$ cat src/rtl/irq_vector_pkg.sv
package irq_vector_pkg;
  // register select on the software port
  typedef enum logic {
    REG_CTRL = 1'b0,
    REG_FLAG = 1'b1
  } reg_sel_e;
endpackage

$ cat src/rtl/irq_flag_bank.sv
module irq_flag_bank #(
  parameter int NSRC  = 3,
  parameter int DW    = 8,
  parameter int IDX_W = 2
) (
  input  logic             clk,
  input  logic             rst_n,
  input  logic [NSRC-1:0]  ovf,
  input  logic             ctrl_we,
  input  logic             flag_we,
  input  logic [DW-1:0]    wdata,
  input  logic             ack,
  input  logic [IDX_W-1:0] ack_src,
  output logic             gie_q,
  output logic [NSRC-1:0]  en_q,
  output logic [NSRC-1:0]  flag_q
);
  logic [NSRC-1:0] flag_d;

  // write first, then acknowledge clear, then overflow set (overflow wins)
  always_comb begin
    for (int i = 0; i < NSRC; i++) begin
      flag_d[i] = flag_we ? wdata[i] : flag_q[i];
      if (ack && (ack_src == IDX_W'(i))) flag_d[i] = 1'b0;
      if (ovf[i]) flag_d[i] = 1'b1;
    end
  end

  always_ff @(posedge clk) begin
    if (!rst_n) begin
      gie_q  <= 1'b0;
      en_q   <= '0;
      flag_q <= '0;
    end else begin
      flag_q <= flag_d;
      if (ctrl_we) en_q <= wdata[NSRC:1];
      // entering a handler always locks out further requests
      if (ack)          gie_q <= 1'b0;
      else if (ctrl_we) gie_q <= wdata[0];
    end
  end
endmodule

$ cat src/rtl/irq_prio_pick.sv
module irq_prio_pick #(
  parameter int NSRC  = 3,
  parameter int IDX_W = 2
) (
  input  logic [NSRC-1:0]  elig,
  output logic             found,
  output logic [IDX_W-1:0] pick
);
  // lowest index has highest priority: scan downward so it is written last
  always_comb begin
    found = 1'b0;
    pick  = '0;
    for (int i = NSRC - 1; i >= 0; i--) begin
      if (elig[i]) begin
        found = 1'b1;
        pick  = IDX_W'(i);
      end
    end
  end
endmodule

$ cat src/rtl/irq_req_stage.sv
module irq_req_stage #(
  parameter int NSRC     = 3,
  parameter int IDX_W    = 2,
  parameter int VEC_W    = 11,
  parameter int VEC_BASE = 4,
  parameter int VEC_STEP = 4
) (
  input  logic             clk,
  input  logic             rst_n,
  input  logic             found,
  input  logic [IDX_W-1:0] pick,
  input  logic             stack_full,
  input  logic             ack,
  output logic             req_q,
  output logic [IDX_W-1:0] src_q,
  output logic [VEC_W-1:0] vec_q
);
  localparam int NTAB = 1 << IDX_W;

  logic [VEC_W-1:0] vec_tab [NTAB];

  // one fixed vector per source slot
  for (genvar g = 0; g < NTAB; g++) begin : g_vec
    assign vec_tab[g] = VEC_W'(VEC_BASE + g * VEC_STEP);
  end

  always_ff @(posedge clk) begin
    if (!rst_n) begin
      req_q <= 1'b0;
      src_q <= '0;
      vec_q <= '0;
    end else if (req_q) begin
      if (ack) begin
        req_q <= 1'b0;
        src_q <= '0;
        vec_q <= '0;
      end
    end else if (found && !stack_full) begin
      req_q <= 1'b1;
      src_q <= pick;
      vec_q <= vec_tab[pick];
    end
  end
endmodule

$ cat src/rtl/irq_vector_ctrl.sv
module irq_vector_ctrl #(
  parameter int NSRC     = 3,
  parameter int DW       = 8,
  parameter int VEC_W    = 11,
  parameter int VEC_BASE = 4,
  parameter int VEC_STEP = 4,
  localparam int IDX_W   = (NSRC > 1) ? $clog2(NSRC) : 1
) (
  input  logic             clk,
  input  logic             rst_n,
  input  logic [NSRC-1:0]  ovf_pulse,
  input  logic             stack_full,
  input  logic             reg_wr,
  input  logic             reg_addr,
  input  logic [DW-1:0]    reg_wdata,
  output logic [DW-1:0]    reg_rdata,
  output logic             irq_req,
  output logic [IDX_W-1:0] irq_src,
  output logic [VEC_W-1:0] irq_vec,
  input  logic             irq_ack,
  input  logic [IDX_W-1:0] irq_ack_src,
  output logic             wakeup
);
  import irq_vector_pkg::*;

  logic             gie_q;
  logic [NSRC-1:0]  en_q;
  logic [NSRC-1:0]  flag_q;
  logic [NSRC-1:0]  elig;
  logic             found;
  logic [IDX_W-1:0] pick;
  logic             ctrl_we;
  logic             flag_we;
  logic             ack_live;

  assign ctrl_we  = reg_wr && (reg_addr == REG_CTRL);
  assign flag_we  = reg_wr && (reg_addr == REG_FLAG);
  assign ack_live = irq_ack && irq_req;

  irq_flag_bank #(.NSRC(NSRC), .DW(DW), .IDX_W(IDX_W)) u_bank (
    .clk     (clk),
    .rst_n   (rst_n),
    .ovf     (ovf_pulse),
    .ctrl_we (ctrl_we),
    .flag_we (flag_we),
    .wdata   (reg_wdata),
    .ack     (ack_live),
    .ack_src (irq_ack_src),
    .gie_q   (gie_q),
    .en_q    (en_q),
    .flag_q  (flag_q)
  );

  assign elig = flag_q & en_q & {NSRC{gie_q}};

  irq_prio_pick #(.NSRC(NSRC), .IDX_W(IDX_W)) u_pick (
    .elig  (elig),
    .found (found),
    .pick  (pick)
  );

  irq_req_stage #(
    .NSRC(NSRC), .IDX_W(IDX_W), .VEC_W(VEC_W),
    .VEC_BASE(VEC_BASE), .VEC_STEP(VEC_STEP)
  ) u_req (
    .clk        (clk),
    .rst_n      (rst_n),
    .found      (found),
    .pick       (pick),
    .stack_full (stack_full),
    .ack        (ack_live),
    .req_q      (irq_req),
    .src_q      (irq_src),
    .vec_q      (irq_vec)
  );

  // wake-up ignores the global enable on purpose
  assign wakeup = |(flag_q & en_q);

  always_comb begin
    if (reg_addr == REG_CTRL) reg_rdata = DW'({en_q, gie_q});
    else                      reg_rdata = DW'(flag_q);
  end
endmodule

$ cat config.mk
export PLATFORM = sky130hd
export DESIGN_NAME = irq_vector_ctrl
export DESIGN_NICKNAME = d
export VERILOG_FILES = /design/src/rtl/irq_vector_pkg.sv /design/src/rtl/irq_flag_bank.sv /design/src/rtl/irq_prio_pick.sv /design/src/rtl/irq_req_stage.sv /design/src/rtl/irq_vector_ctrl.sv
export SDC_FILE = /design/constraint.sdc
export NUM_CORES = 1
export LEC_CHECK = 0
export ABC_CLOCK_PERIOD_IN_PS = 2000
export BUFFER_PORTS_ARGS = -buffer_cell sky130_fd_sc_hd__buf_2
export CORE_MARGIN = 5
export CORE_UTILIZATION = 43
export CTS_BUF_LIST = sky130_fd_sc_hd__clkbuf_16
export DETAILED_ROUTE_END_ITERATION = 10
export GPL_ROUTABILITY_DRIVEN = 0
export PLACE_DENSITY_LB_ADDON = 0.1
export SYNTH_ARGS = -nofsm -noshare
export SYNTH_HDL_FRONTEND = slang
export SYNTH_SLANG_ARGS = --single-unit
$ cat constraint.sdc
create_clock -name clk -period 2 [get_ports clk]
set_input_delay 0.2 -clock clk [delete_from_list [all_inputs] [get_ports clk]]
set_output_delay 0.2 -clock clk [all_outputs]
set_load 0.03 [all_outputs]
==> impl_summary.txt <==
----------------------------------------------------
[Clocking]
  Cts bufs inserted ... 3
  # clock sinks ... 13
  TritonCTS clock tree ... built
  Post-CTS setup buffer count ... 0
  Clk root buf ... clkbuf_16
  Number of buffers on the longest clock path ... 2
  Clock slew seen by the registers of the worst setup and hold paths ... 0.05 ns
  Total of cells resized after clock tree synthesis ... 0
  Number of buffers inserted for hold repair after clock tree synthesis ... 0
  CTS HTree Levels ... 1
  Clock latency on the worst-skew pair ... 0.24 ns

[Timing]
  Max Clock Freq ... roughly 660 MHz
  Worst hold slack after final layout ... 0.166 ns
  Hold violation total from the final report ... 0
  Shortest period the worst path allows ... 1.52 ns
  Setup total negative slack ... 0 ns
  Transition at the pin with the smallest max-transition slack ... 0.510 ns
  Clock skew after layout ... 0.00249 ns
  Final-report max-slew violation count ... 0
  Headroom to the max-slew limit ... 65.9%
  Part of the cycle the worst path needs ... between 70 and 80%
  Setup repair after global routing missed its margin ... false
  Final-report setup violation count ... 0

[GRT]
  Number of global-route vias before repair ... 612
  Initial antenna violation count ... 0
  Total track usage ... 13.4%
  Global-route wire length before repair ... 2.68 mm
  Sum of overflow across all layers after global routing ... 0
  Pin count of the biggest net entering global routing ... 13

[Floorplan]
  Die outline area ... 0.00272 sq mm
  Num rows ... 15
  Initial core utilization ... 44.7%
  Top-Level Pins ... 42
  Die Y-Extent ... 52.1 um
  Core outline area ... 0.00171 sq mm
  Die outline width ... around 52 um

[Detailed routing]
  Routed length per placed instance ... ~13 um
  DRC violations left ... 0
  First DRT Iteration DRCs ... 19
  Via density per instance ... ~5
  Number of nets with antenna violations after detailed routing ... 0
  Routed wire length ... 1.76 mm
  Detailed-route via count ... 681
  Detailed-routing iteration count for the pre-antenna-repair pass ... 4

[Setup path]
  Reg-to-reg startpoint ... u_req.req_q
  Critical path's top delay family ... buffers and inverters
  CP Launch Point ... u_bank.flag_q[0]
  Type of the worst setup path ... flip-flop to output port
  Worst Setup Start Kind ... flip-flop
  Critical Path RT ... 1.80 ns
  Worst Path Buf+Inv ... 3
  Critical-path top delay cell ... dfxtp_1
  Worst-path maximum fanout ... 6
  Worst-path cell chain ... a222oi_1, buf_4, inv_1, buf_2
  Peak per-stage delay on the critical path ... ~0.34 ns
  Worst Path Arrival ... 1.32 ns
  Crit end category ... output port

[Placement]
  Detailed Place HPWL ... approximately 1.4 mm
  Input/output buffers ... 25

[Flow run]
  Max Cap Viol ... 0

[Finish]
  Fraction of the core area covered by cells at the end of the flow ... 55.7%
  Area of the multi-input gates ... 428 sq um
  Antenna Diode Count ... 0
  Fin nets ... around 140
  Post-synthesis to final-layout area growth ... 24.6%
  Storage cell area ... approximately 260 sq um
  Ratio of cells with drive above 1 in the final layout ... around 31%
  Number of inserted filler cells in the final layout ... 169

[Synthesis]
  Register bit count reported by yosys ... 13
  Share of flip-flops with an asynchronous set or reset ... 0%
  Number of enable-type register cells in the synthesized netlist ... 0
  Synth cell types ... 30
  Warnings from Yosys ... 0
  Cell type contributing the most total cell area after synthesis ... dfxtp_1
  Area fraction of the dominant cell type after synthesis ... between 30% and 40%
  Most instantiated cells after synthesis ... dfxtp_1 (13), buf_4 (12), nor2_1 (8), nand2_1 (6)
  Cell with the most instances after synthesis ... dfxtp_1
  Synth top area cells ... dfxtp_1 (34%), buf_4 (12%), mux2i_1 (6.6%)
  Commonest register cell after synthesis ... dfxtp_1
  Part of the Yosys area used for sequential elements ... roughly 34%
  Synthesized area ... 763 sq um
  Mean instance size in the synthesized netlist ... between 8 and 9 sq um
  Gate count after technology mapping ... 88

[Power]
  Static leakage ... 0.444 nW
  Maximum ir drop on the vdd rail ... 0.472 mV
  Power Dens Cells ... 815 mW/mm^2

[Hold path]
  Startpoint of the tightest hold check path ... ovf_pulse[1]
  Worst hold path class ... input port to flip-flop

[Status]
  Run status ... complete, no violations

----------------------------------------------------
-- per-layer routing --
metal	GRT usage, %	vias to the layer above	share of wire (%)
met3	5.16	0	6.2
met4	5.11	0	0
met5	0	-	0
met1	15.7	318	44
met2	22.0	17	50
li1	-	346	-
-- worst min-delay path: stages --
cell	delay, ns
buf_2	0.07
a31oi_1	0.03
nor2_1	0.06
-- report_power, final --
group / total (mW) / switching [mW] / internal, mW
registers: 0.281 / 0.0116 / 0.270
logic: 0.121 / 0.0818 / 0.0389
clock network: 0.373 / 0.108 / 0.266
total: 0.775 / 0.201 / 0.574
-- state kept, by name, indices dropped and copies added, names as in the netlist --
signal         flops
u_bank.en_q        3
u_req.vec_q        3
u_bank.flag_q      3
u_req.src_q        2
u_req.req_q        1
u_bank.gie_q       1
-- path summary, 6_finish.rpt --
path,end,slack (ns),depth (start not counted)
max,wakeup,0.48,4
min,u_bank.flag_q[1],0.17,3
max reg2reg,u_req.src_q[1],0.58,3
min reg2reg,u_req.src_q[1],0.46,2
-- cell type report --
class | count | area share, %
inverters | 5 | 1.97
well taps | 25 | 3.29
repair buffers | 26 | 13.9
clock inverters | 1 | 0.526
flip-flops and latches | 13 | 27.4
multi-input cells | 67 | 45.0
clock buffers | 3 | 7.89
-- layout by cell type (no fill, tap or decap), drive strengths merged --
cell,synthesis,routed
buf,12,26
nor3b,1,1
nand4b,3,3
o32ai,1,1
a222oi,1,1
a31oi,3,3
inv,5,5
a21o,2,2
nand3b,2,2
conb,1,12
a21oi,2,2
a211oi,1,1
o2111a,1,1
nand2,6,6
mux2i,5,5
nor2b,3,3
clkbuf,2,3
and4b,1,1
o21ai,1,1
clkinv,0,1
or3b,1,1
a21boi,2,2
dfxtp,13,13
a22oi,1,1
o31a,1,1
and3,1,1
a22o,1,1
nand3,4,4
o21a,1,1
mux2,2,2
nor2,8,8
-- metrics by stage --
step | setup slack, ns | instance area [sq um] | power (mW) | std cells
floorplan | 0.554 | 805 | 0.387 | 99
global placement | 0.615 | 871 | 0.404 | 136
detailed placement | 0.586 | 871 | 0.405 | 136
CTS | 0.479 | 951 | 0.785 | 140
global route | 0.423 | 951 | 0.814 | 140
finish | 0.479 | 951 | 0.775 | 140
-- logic make-up (layout without fill, tap and decap cells) --
kind of cell	after synthesis	in the layout	synth area share, %
buffers and inverters	19	35	15.2
flip-flops	13	13	34.1
multiplexers	7	7	9.51
AO/OA/AOI/OAI	18	18	19.0
other	1	12	0.491
AND/OR/NAND/NOR	30	30	21.6
No activity file was read; power rests on OpenSTA's default activity.
